`src/rtl/rstbank_pkg.sv`:
```
// Shared definitions for the reset line bank: register offsets and the
// decoded access kind. Offsets are byte addresses on the register bus.
package rstbank_pkg;

    localparam int unsigned OFF_RELEASE = 'h018;  // write ones: release lines
    localparam int unsigned OFF_HOLD    = 'h01C;  // write ones: hold lines in reset
    localparam int unsigned OFF_LEVEL   = 'h020;  // read: synchronized line level

    typedef enum logic [1:0] {
        ACC_NONE    = 2'd0,
        ACC_RELEASE = 2'd1,
        ACC_HOLD    = 2'd2,
        ACC_LEVEL   = 2'd3
    } acc_e;

endpackage

```
`src/rtl/rstbank_decode.sv`:
```
// Address decoder: maps a bus offset to one access kind.
// Assumes ADDR_W is wide enough (>= 6) to hold every offset.
module rstbank_decode
    import rstbank_pkg::*;
#(
    parameter int ADDR_W = 12
) (
    input  logic [ADDR_W-1:0] addr,
    output acc_e              acc
);

    // Full-width compare so that aliases of the offsets stay unmapped.
    always_comb begin
        if (addr == ADDR_W'(OFF_RELEASE))    acc = ACC_RELEASE;
        else if (addr == ADDR_W'(OFF_HOLD))  acc = ACC_HOLD;
        else if (addr == ADDR_W'(OFF_LEVEL)) acc = ACC_LEVEL;
        else                                 acc = ACC_NONE;
    end

endmodule

```
`src/rtl/rstbank_lines.sv`:
```
// Line state register: one flop per reset line, updated by write-one-to-
// release and write-one-to-hold commands. Assumes at most one command per
// cycle (the decoder never raises both strobes together).
module rstbank_lines #(
    parameter int          NUM_LINES    = 32,
    parameter logic [31:0] RELEASE_MASK = 32'h0
) (
    input  logic                 clk,
    input  logic                 rst_n,
    input  logic                 do_release,
    input  logic                 do_hold,
    input  logic [NUM_LINES-1:0] bits,
    output logic [NUM_LINES-1:0] lines_q
);

    localparam logic [NUM_LINES-1:0] INIT = RELEASE_MASK[NUM_LINES-1:0];

    // Apply the command of this cycle, or load the reset pattern.
    always_ff @(posedge clk) begin
        if (!rst_n)          lines_q <= INIT;
        else if (do_release) lines_q <= lines_q | bits;
        else if (do_hold)    lines_q <= lines_q & ~bits;
    end

    assert_hold_R2: assert property (@(posedge clk) disable iff (!rst_n)
        do_hold |=> (((lines_q & $past(bits)) == '0) &&
                     ((lines_q & ~$past(bits)) == ($past(lines_q) & ~$past(bits)))));

    assert_release_R3: assert property (@(posedge clk) disable iff (!rst_n)
        do_release |=> (((lines_q & $past(bits)) == $past(bits)) &&
                        ((lines_q & ~$past(bits)) == ($past(lines_q) & ~$past(bits)))));

    assert_no_cmd_R6: assert property (@(posedge clk) disable iff (!rst_n)
        (!do_release && !do_hold) |=> $stable(lines_q));

endmodule

```
`src/rtl/rstbank_sync.sv`:
```
// Two-flop synchronizer for the level report. Each bit is sampled on its own,
// so it assumes every line is a quasi-static level, not a multi-bit code.
module rstbank_sync #(
    parameter int WIDTH = 32
) (
    input  logic             clk,
    input  logic             rst_n,
    input  logic [WIDTH-1:0] din,
    output logic [WIDTH-1:0] dout
);

    logic [WIDTH-1:0] meta_q;

    // Shift the sampled level through two stages.
    always_ff @(posedge clk) begin
        if (!rst_n) begin
            meta_q <= '0;
            dout   <= '0;
        end else begin
            meta_q <= din;
            dout   <= meta_q;
        end
    end

endmodule

```
`src/rtl/soft_reset_bank.sv`:
```
// Reset line register bank top: decodes the bus and drives NUM_LINES active-low
// reset lines. It reports the line levels through a synchronizer, and returns
// read data in the same cycle as the read strobe. Assumes 1 <= NUM_LINES <= 32.
module soft_reset_bank
    import rstbank_pkg::*;
#(
    parameter int          NUM_LINES    = 32,
    parameter int          ADDR_W       = 12,
    parameter logic [31:0] RELEASE_MASK = 32'h0,
    parameter bit          STATUS_EXT   = 1'b0
) (
    input  logic                 clk,
    input  logic                 rst_n,
    input  logic [ADDR_W-1:0]    reg_addr,
    input  logic                 reg_we,
    input  logic [31:0]          reg_wdata,
    input  logic                 reg_re,
    output logic [31:0]          reg_rdata,
    input  logic [NUM_LINES-1:0] level_in,
    output logic [NUM_LINES-1:0] prst_n
);

    acc_e                 acc;
    logic [NUM_LINES-1:0] lines;
    logic [NUM_LINES-1:0] lvl_src;
    logic [NUM_LINES-1:0] lvl_sync;

    rstbank_decode #(.ADDR_W(ADDR_W)) u_dec (
        .addr (reg_addr),
        .acc  (acc)
    );

    rstbank_lines #(.NUM_LINES(NUM_LINES), .RELEASE_MASK(RELEASE_MASK)) u_lines (
        .clk        (clk),
        .rst_n      (rst_n),
        .do_release (reg_we && (acc == ACC_RELEASE)),
        .do_hold    (reg_we && (acc == ACC_HOLD)),
        .bits       (reg_wdata[NUM_LINES-1:0]),
        .lines_q    (lines)
    );

    // Pick the level source for the report.
    generate
        if (STATUS_EXT) begin : g_ext
            assign lvl_src = level_in;
        end else begin : g_own
            logic unused_level;
            assign unused_level = ^level_in;
            assign lvl_src      = lines;
        end
    endgenerate

    rstbank_sync #(.WIDTH(NUM_LINES)) u_sync (
        .clk   (clk),
        .rst_n (rst_n),
        .din   (lvl_src),
        .dout  (lvl_sync)
    );

    assign prst_n = lines;

    // Read multiplexer: zero outside a mapped read, upper bits always zero.
    always_comb begin
        reg_rdata = '0;
        if (reg_re) begin
            case (acc)
                ACC_RELEASE, ACC_HOLD: reg_rdata[NUM_LINES-1:0] = lines;
                ACC_LEVEL:             reg_rdata[NUM_LINES-1:0] = lvl_sync;
                default:               reg_rdata = '0;
            endcase
        end
    end

    assert_cmd_read_R5: assert property (@(posedge clk) disable iff (!rst_n)
        (reg_re && (acc == ACC_RELEASE || acc == ACC_HOLD))
            |-> (reg_rdata == 32'(prst_n)));

    generate
        if (!STATUS_EXT) begin : g_lag_chk
            assert_level_lag_R4: assert property (@(posedge clk) disable iff (!rst_n)
                ($past(rst_n) && $past(rst_n, 2)) |-> (lvl_sync == $past(prst_n, 2)));
        end
    endgenerate

endmodule

```
`config.mk`:
```
export PLATFORM = sky130hd
export DESIGN_NAME = soft_reset_bank
export DESIGN_NICKNAME = d
export VERILOG_FILES = /design/src/rtl/rstbank_pkg.sv /design/src/rtl/rstbank_decode.sv /design/src/rtl/rstbank_lines.sv /design/src/rtl/rstbank_sync.sv /design/src/rtl/soft_reset_bank.sv
export SDC_FILE = /design/constraint.sdc
export NUM_CORES = 1
export LEC_CHECK = 0
export ABC_AREA = 1
export BUFFER_PORTS_ARGS = -buffer_cell sky130_fd_sc_hd__buf_2
export CAP_MARGIN = 15
export CORE_AREA = 5 5 90 92
export DETAILED_ROUTE_END_ITERATION = 12
export DIE_AREA = 0 0 95 97
export HOLD_SLACK_MARGIN = 0.08
export PLACE_DENSITY = 0.83
export SYNTH_ARGS = -nofsm -noshare
export SYNTH_HDL_FRONTEND = slang
export SYNTH_SLANG_ARGS = --single-unit
```
`constraint.sdc`:
```
create_clock -name clk -period 3.2 [get_ports clk]
set_input_delay 0.48 -clock clk [delete_from_list [all_inputs] [get_ports clk]]
set_output_delay 0.48 -clock clk [all_outputs]
set_load 0.005 [all_outputs]
```
==> results of run 1 <==
-- Yosys cell counts, drive strengths merged --
cell type,count,area [um^2]
nand2,199,749
dfxtp,96,1920
inv,80,300
a21oi,34,178
nand3,24,120
o21ai,20,104
buf,14,76.3
clkbuf,10,37.5
nor2,10,47.6
ha,3,37.5
nand3b,1,7.51
nand4,1,6.26
nor4,1,6.26
-- worst min-delay path: stages --
cell and delay, ns:
buf_2 0.09, nand3_1 0.06, nand2_1 0.06
-- final timing paths --
kind,start,end,depth (start not counted)
min,reg_wdata[4],flip-flop,3
max,reg_addr[2],reg_rdata[15],11
max reg2reg,flip-flop,flip-flop,4
min reg2reg,u_sync.meta_q[0],u_sync.dout[0],2
-- layer usage --
layer	track usage [%]	up-vias	wire, um
li1	-	1687	-
met1	23.6	1458	3680
met2	31.2	103	4150
met3	5.04	12	532
met4	6.22	0	112
met5	0	-	0
-- stage by stage --
step	total power (uW)	util (%)
after floorplan	1240	-
after global placement	1280	59.3
after detailed placement	1280	59.3
after CTS	2070	62.1
after global routing	2140	62.1
final	2050	62.1
-- final cells by class --
class	count	area share, %
Tap cell	99	2.79
Sequential cell	96	43.3
Clock inverter	7	1.75
Inverter	80	6.77
Clock buffer	9	2.79
Multi-Input combinational cell	293	28.3
Timing Repair Buffer	121	14.2
-- kinds of logic after synthesis --
kind of cell	count (synthesis)	synth area share, %
buffers and inverters	104	11.5
adder cells (fa/ha/maj)	3	1.05
AO/OA/AOI/OAI	54	7.84
AND/OR/NAND/NOR	236	26.1
flip-flops	96	53.5
-- where the power goes --
group,total (uW),internal [uW],switching (uW)
clock,797,370,427
sequential,1190,1190,0.0396
combinational,62.7,25.4,37.3
total,2050,1590,465
==> results.tsv, run 1 <==
stage	metric	value	unit
finish	post-route design area	4430	um^2
finish	Final Non-Filler Cells	705	
yosys	Post-Syn Area	3590	um^2
grt	overflow left after global routing	0	
cts	clk sink count	96	
finish	most frequent cells in the layout	nand2_1, buf_2, dfxtp_1	
setup_path	Crit. End Element	output pin	
setup_path	Crit Path Max Fanout	15	
drt	DR iter-0 viols	104	
drt	final WL	8.48	mm
timing	worst slack on hold paths	0.357	ns
setup_path	CP Data Arrival Time	2.33	ns
cts	clock buffer depth	2	
timing	RSZ-0062 raised after global routing	false	
grt	first-pass GRT wire length	14.0	mm
setup_path	CP Class	primary input to output pin	
placed_design	# placed instances	689	
yosys	register area share after synthesis	53.5	%
finish	Diodes inserted	0	
cts	worst skew pair latency	0.35	ns
die	total I/O pin count	144	
setup_path	worst path bufs/invs	5	
yosys	distinct cell type count of the synthesized netlist	22	
flow_run	max-cap violation count	0	
timing	Worst Slack Setup Final	0.385	ns
drt	wire per inst	12.0	um
setup_path	Max stage delay on crit path	0.32	ns
placed_design	hpwl dp	6.15	mm
grt	initial antenna violation count	0	
setup_path	CP cell instances	buf_2 -> nor4_1 -> nand4_1 -> nand2_1 -> inv_1 -> ha_1 -> inv_1 -> nand2_1 -> buf_4 -> a21oi_1 -> buf_2	
drt	via count	3260	
timing	Worst Max-Slew Pin Slew	0.919	ns
setup_path	CP Launch Type	primary input	
status	outcome	completed	
die	core footprint	7140	um^2
yosys	Synth Net Count	576	
timing	Final period util	88.0	%
finish	register area	1920	um^2
setup_path	CP delay by family, top	simple AND/OR/NAND/NOR gates	
setup_path	CP required	2.72	ns
drt	vias per cell	4.62	
drt	antenna viol nets, final	0	
drt	iteration count of the initial detailed-routing pass	4	
grt	GRT Total Usage	18.9	%
timing	Max Clock Skew	0.00772	ns
timing	final slew viol count	0	
cts	CTS Hold Bufs	0	
finish	FILL cells	645	
die	# rows	31	
cts	Clk pin slew, worst setup/hold paths	0.09	ns
die	Initial Utilization	50.3	%
power	peak supply drop	0.244	mV
placed_design	Routability Congestion	0.768	
cts	TritonCTS buffer count	9	
timing	Setup violations, final	0	
placed_design	Setup WS pre-CTS	0.327	ns
setup_path	Crit-path slowest cell	nor4_1	
die	Die Footprint	9220	um^2
cts	CTS tree	built	
timing	TNS Setup	0	ns
finish	share of cells above drive strength 1	23.6	%
grt	number of global-route vias before repair	3136	
timing	Slew HR	38.7	%
yosys	Synth Warn #	0	
yosys	Synth Instances	493	
placed_design	IO Port Bufs	111	
power	static leakage	0.00251	uW
die	die width	95	um
timing	FMAX	0.355	GHz
drt	number of remaining DRC errors	0	
placed_design	placed inst area	4230	um^2
yosys	syn avg cell area	7.29	um^2
finish	nets	684	
cts	post-CTS setup buffers	0	
power	Power Density	463	nW/um^2
finish	Area Growth Syn to Fin	23.4	%
die	Die Ht	97	um
finish	multi-input combinational cell area	1260	um^2
finish	most common library cell in the layout ignoring fill and taps	nand2_1	
timing	Hold Vio Cnt, Final	0	
cts	Root Buffer	clkbuf_8	
cts	H-tree level count	3	
cts	cts repair resizes	0	
setup_path	R2R Setup Slk	2.42	ns
grt	largest net degree at the start of global routing	52	
hold_path	Min-Delay Path Class	primary input to flip-flop	
yosys	Yosys reg bits	96	
timing	Tmin final	2.81	ns
Note: power is estimated with default switching activity, not from simulation.
==> inputs of run 2 (changes only) <==
==> constraint.sdc (replaced) <==
create_clock -name clk -period 3.2 [get_ports clk]
set_input_delay 0.48 -clock clk [delete_from_list [all_inputs] [get_ports clk]]
set_output_delay 0.48 -clock clk [all_outputs]
set_load 0.01 [all_outputs]
==> results.tsv, run 2 (synthesized netlist as in run 1, its figures left out) <==
stage	metric	value	unit	change
cts	Root Buffer	clkbuf_8		unchanged
drt	final WL	8.49	mm	was 8.48 mm
die	die width	95	um	unchanged
drt	via count	3268		was 3260
timing	Slew HR	38.9	%	was 38.7%
finish	Diodes inserted	0		unchanged
setup_path	Crit Path Max Fanout	15		unchanged
timing	Max Clock Skew	0.00873	ns	was 0.00772 ns
drt	antenna viol nets, final	0		unchanged
timing	RSZ-0062 raised after global routing	false		unchanged
hold_path	Min-Delay Path Class	primary input to flip-flop		unchanged
grt	GRT Total Usage	18.4	%	was 18.9%
cts	post-CTS setup buffers	0		unchanged
drt	number of remaining DRC errors	0		unchanged
cts	cts repair resizes	0		unchanged
power	Combinational Power Share	3.0	%	was 3.1%
power	Power Density	473	nW/um^2	was 463 nW/um^2
die	# rows	31		unchanged
timing	Tmin final	2.77	ns	was 2.81 ns
cts	clk sink count	96		unchanged
setup_path	CP Data Arrival Time	2.29	ns	was 2.33 ns
placed_design	hpwl dp	6.03	mm	was 6.15 mm
power	switching power share of the total	21.2	%	was 22.6%
timing	Hold Vio Cnt, Final	0		unchanged
setup_path	cells on worst reg2reg path	4		unchanged
cts	Clk pin slew, worst setup/hold paths	0.10	ns	was 0.09 ns
setup_path	CP Launch Type	primary input		unchanged
drt	iteration count of the initial detailed-routing pass	4		unchanged
setup_path	CP Class	primary input to output pin		unchanged
grt	first-pass GRT wire length	13.7	mm	was 14.0 mm
timing	TNS Setup	0	ns	unchanged
setup_path	R2R Setup Slk	2.39	ns	was 2.42 ns
power	clock share of power	40.4	%	was 38.8%
setup_path	worst path bufs/invs	5		unchanged
grt	initial antenna violation count	0		unchanged
die	Initial Utilization	50.3	%	unchanged
timing	Setup violations, final	0		unchanged
cts	CTS tree	built		unchanged
finish	most common library cell in the layout ignoring fill and taps	nand2_1		unchanged
setup_path	CP delay by family, top	simple AND/OR/NAND/NOR gates		unchanged
timing	Worst Max-Slew Pin Slew	0.917	ns	was 0.919 ns
setup_path	Max stage delay on crit path	0.30	ns	was 0.32 ns
setup_path	Critical Path End	reg_rdata[30]		was reg_rdata[15]
drt	DR iter-0 viols	132		was 104
finish	share of cells above drive strength 1	23.6	%	unchanged
grt	number of global-route vias before repair	3047		was 3136
placed_design	# placed instances	689		unchanged
setup_path	critical path depth	11		unchanged
cts	CTS Hold Bufs	0		unchanged
die	total I/O pin count	144		unchanged
timing	FMAX	0.361	GHz	was 0.355 GHz
power	peak supply drop	0.249	mV	was 0.244 mV
drt	vias per cell	4.64		was 4.62
power	P_sw	448	uW	was 465 uW
power	static leakage	0.00252	uW	was 0.00251 uW
grt	overflow left after global routing	0		unchanged
cts	H-tree level count	3		unchanged
setup_path	Crit. End Element	output pin		unchanged
status	outcome	completed		unchanged
timing	Final period util	86.7	%	was 88.0%
power	Cell Int Power	1660	uW	was 1590 uW
timing	final slew viol count	0		unchanged
setup_path	Worst Setup SP	reg_addr[2]		unchanged
hold_path	Hold Path Stages	3		unchanged
die	Die Footprint	9220	um^2	unchanged
flow_run	max-cap violation count	0		unchanged
power	sequential share of power	56.6	%	was 58.1%
finish	Final Non-Filler Cells	705		unchanged
setup_path	Crit-path slowest cell	nor4_1		unchanged
die	Die Ht	97	um	unchanged
cts	TritonCTS buffer count	9		unchanged
setup_path	CP required	2.72	ns	about the same
die	core footprint	7140	um^2	unchanged
finish	most frequent cells in the layout	nand2_1, buf_2, dfxtp_1		unchanged
placed_design	IO Port Bufs	111		unchanged
cts	clock buffer depth	2		unchanged
finish	nets	684		unchanged
power	Tot Pwr	2110	uW	was 2050 uW
placed_design	Routability Congestion	0.763		was 0.768
grt	largest net degree at the start of global routing	52		unchanged
setup_path	CP cell instances	buf_2 -> nor4_1 -> nand4_1 -> nand2_1 -> inv_1 -> ha_1 -> inv_1 -> nand2_1 -> buf_4 -> a21oi_1 -> buf_2		unchanged
finish	post-layout util	62.4	%	was 62.1%
drt	wire per inst	12.0	um	about the same
cts	worst skew pair latency	0.35	ns	about the same
finish	Area Growth Syn to Fin	23.9	%	was 23.4%
run 2: cell count changes in the layout (fill, tap and decap cells not counted):
cell | previous run | this run
inv_6 | 3 | 1
bufinv_16 | 1 | 2
clkinv_2 | 1 | 2
run 2: worst min path at each step:
stage / startpoint / end / slack (ns)
after global placement: u_sync.meta_q[12] / u_sync.dout[12] / 0.39
after CTS: reg_wdata[20] / flip-flop / 0.35
after global routing: reg_wdata[20] / flip-flop / 0.36
after floorplan: u_sync.meta_q[12] / u_sync.dout[12] / 0.39
final: reg_wdata[20] / flip-flop / 0.37
after detailed placement: u_sync.meta_q[28] / u_sync.dout[28] / 0.40
run 2: metal layers:
metal  up-vias  global-route usage (%)  part of all wire (%)
li1       1689                       -                     -
met1      1473                    23.3                    43
met2        97                    30.5                    49
met3         9                    4.89                   7.0
met4         0                    5.33                  0.93
met5         -                       0                     0
run 2: per-stage QoR:
stage	hold slack [ns]	cell area (um^2)	setup slack, ns
after global routing	0.355	4450	0.235
after floorplan	0.386	3590	0.800
after CTS	0.354	4450	0.370
after detailed placement	0.397	4230	0.374
after global placement	0.392	4230	0.479
final	0.367	4450	0.427
run 2: layout make-up:
class | instances | area, um^2
fillers | 643 | 2690
flip-flops and latches | 96 | 1920
multi-input cells | 293 | 1260
repair buffers | 121 | 631
inverters | 80 | 300
clock buffers | 9 | 124
well taps | 99 | 124
clock inverters | 7 | 95.1
run 2: worst register-to-register path, delay by kind of cell, from the launching register on:
kind	cells	cell delay, ns
flops	1	0.38
buf+inv	1	0.10
compound gates	2	0.20
simple gates	1	0.07
run 2: power groups by stage:
stage	Clock, uW	Sequential [uW]	Combinational [uW]
2_1_floorplan	0	1220	23.1
3_3_place_gp	0	1220	60.5
3_5_place_dp	0	1220	62.1
4_1_cts	869	1190	62.5
5_1_grt	926	1190	69.0
6_report	852	1190	62.8
==> inputs of run 3 (changes only) <==
--- a/config.mk
+++ b/config.mk
@@ -7,12 +7,13 @@
 export LEC_CHECK = 0
 export ABC_AREA = 1
 export BUFFER_PORTS_ARGS = -buffer_cell sky130_fd_sc_hd__buf_2
-export CAP_MARGIN = 15
-export CORE_AREA = 5 5 90 92
+export CAP_MARGIN = 20
+export CORE_AREA = 5 5 93 95
+export CTS_CLUSTER_DIAMETER = 200
 export DETAILED_ROUTE_END_ITERATION = 12
-export DIE_AREA = 0 0 95 97
+export DIE_AREA = 0 0 98 100
 export HOLD_SLACK_MARGIN = 0.08
-export PLACE_DENSITY = 0.83
+export PLACE_DENSITY = 0.78
 export SYNTH_ARGS = -nofsm -noshare
 export SYNTH_HDL_FRONTEND = slang
 export SYNTH_SLANG_ARGS = --single-unit
==> constraint.sdc (replaced) <==
create_clock -name clk -period 2.6 [get_ports clk]
set_input_delay 0.39 -clock clk [delete_from_list [all_inputs] [get_ports clk]]
set_output_delay 0.39 -clock clk [all_outputs]
set_load 0.01 [all_outputs]
==> results.tsv, run 3 (synthesized netlist as in run 1, its figures left out) <==
stage	metric	value	unit	change
grt	first-pass GRT wire length	13.8	mm	was 13.7 mm
cts	H-tree level count	3		unchanged
drt	DR iter-0 viols	105		was 132
timing	final slew viol count	0		unchanged
die	die width	98	um	was 95 um
setup_path	CP Class	primary input to output pin		unchanged
finish	nets	686		was 684
setup_path	CP required	2.21	ns	was 2.72 ns
timing	Slew HR	65.1	%	was 38.9%
die	Die Ht	100	um	was 97 um
timing	Worst Max-Slew Pin Slew	0.524	ns	was 0.917 ns
drt	vias per cell	4.56		was 4.64
grt	largest net degree at the start of global routing	38		was 52
cts	TritonCTS buffer count	9		unchanged
timing	Tmin final	2.47	ns	
finish	most frequent cells in the layout	nand2_1, buf_2, dfxtp_1		unchanged
finish	Diodes inserted	0		unchanged
timing	Max Clock Skew	0.00938	ns	was 0.00873 ns
placed_design	Routability Congestion	0.870		was 0.763
drt	wire per inst	11.8	um	was 12.0 um
cts	CTS tree	built		unchanged
finish	share of cells above drive strength 1	23.9	%	was 23.6%
flow_run	max-cap violation count	0		unchanged
grt	GRT Total Usage	17.1	%	was 18.4%
drt	iteration count of the initial detailed-routing pass	4		unchanged
setup_path	Crit. End Element	output pin		unchanged
power	static leakage	0.00251	uW	was 0.00252 uW
finish	Area Growth Syn to Fin	23.7	%	was 23.9%
grt	number of global-route vias before repair	3138		was 3047
cts	clock buffer depth	2		unchanged
timing	Final period util	95.0	%	
placed_design	Setup WS pre-CTS	0.101	ns	was 0.374 ns
timing	RSZ-0062 raised after global routing	true		was false
die	# rows	32		was 31
grt	overflow left after global routing	0		unchanged
power	peak supply drop	0.317	mV	was 0.249 mV
timing	Worst Slack Setup Final	0.129	ns	was 0.427 ns
cts	Root Buffer	clkbuf_8		unchanged
cts	Clk pin slew, worst setup/hold paths	0.09	ns	was 0.10 ns
die	core footprint	7650	um^2	was 7140 um^2
cts	CTS Hold Bufs	0		unchanged
die	Initial Utilization	47.0	%	was 50.3%
setup_path	CP Launch Type	primary input		unchanged
timing	TNS Setup	0	ns	unchanged
drt	number of remaining DRC errors	0		unchanged
finish	most common library cell in the layout ignoring fill and taps	nand2_1		unchanged
setup_path	CP Data Arrival Time	2.08	ns	was 2.29 ns
timing	Hold Vio Cnt, Final	0		unchanged
timing	FMAX	0.405	GHz	
status	outcome	completed		unchanged
power	Power Density	539	nW/um^2	was 473 nW/um^2
placed_design	hpwl dp	6.18	mm	was 6.03 mm
drt	antenna viol nets, final	0		unchanged
die	Die Footprint	9800	um^2	was 9220 um^2
die	total I/O pin count	144		unchanged
grt	initial antenna violation count	0		unchanged
timing	Setup violations, final	0		unchanged
placed_design	IO Port Bufs	111		unchanged
cts	worst skew pair latency	0.35	ns	about the same
setup_path	Crit Path Max Fanout	14		was 15
cts	clk sink count	96		unchanged
cts	post-CTS setup buffers	0		unchanged
hold_path	Min-Delay Path Class	primary input to flip-flop		unchanged
drt	via count	3232		was 3268
drt	final WL	8.35	mm	was 8.49 mm
## run 3: cell types whose count changed in the layout (fill, tap and decap cells not counted)
cell	delta
buf_12	+1
buf_4	+1
bufinv_16	-2
clkbuf_8	+1
clkinvlp_4	+1
inv_6	-1
nor4_1	-1
nor4_2	+1
## run 3: path summary, 6_finish.rpt
kind | start | end | slack (ns) | depth (start not counted)
setup / recovery | reg_addr[4] | reg_rdata[30] | 0.13 | 10
hold reg to reg | u_sync.meta_q[12] | u_sync.dout[12] | 0.41 | 2
hold / removal | reg_wdata[7] | flip-flop | 0.27 | 3
setup reg to reg | flip-flop | flip-flop | 1.83 | 4
## run 3: stage by stage
step | power [uW] | cell area [um^2] | cells | hold WS (ns) | util [%]
after floorplan | 1530 | 3590 | 493 | 0.386 | -
after global placement | 1580 | 4260 | 694 | 0.389 | 55.8
after global routing | 2490 | 4440 | 709 | 0.275 | 58.1
after CTS | 2420 | 4440 | 709 | 0.263 | 58.0
final | 2390 | 4440 | 709 | 0.275 | 58.1
after detailed placement | 1580 | 4260 | 694 | 0.399 | 55.8
## run 3: layout make-up
cell class | count | area (um^2)
well taps | 102 | 128
repair buffers | 123 | 658
inverters | 80 | 300
clock inverters | 5 | 33.8
clock buffers | 10 | 138
flip-flops and latches | 96 | 1920
fillers | 735 | 3210
multi-input cells | 293 | 1260
## run 3: power by group
part,internal [uW],switching (uW)
combinational,33.4,45.3
sequential,1470,0.0483
clock,367,479
total,1870,525
## run 3: what timing repair did
item / 4_1_cts / 5_1_grt
gates resized for setup: 0 / 1
setup endpoints to repair: 0 / 30
endpoints found under the hold margin: 0 / 0
## run 3: worst max-delay path: stages
cell and delay [ns]:
buf_2 0.11, nor4_2 0.28, nand4_1 0.16, nand2_1 0.14
inv_1 0.06, ha_1 0.32, buf_4 0.21, nand2_1 0.07
a21oi_1 0.18, buf_2 0.16
## run 3: metal layers
layer	vias up	share of wire [%]	track usage, %
met3	7	7.5	5.56
met1	1453	43	19.4
li1	1687	-	-
met5	-	0	0
met2	85	49	30.7
met4	0	0.86	5.01
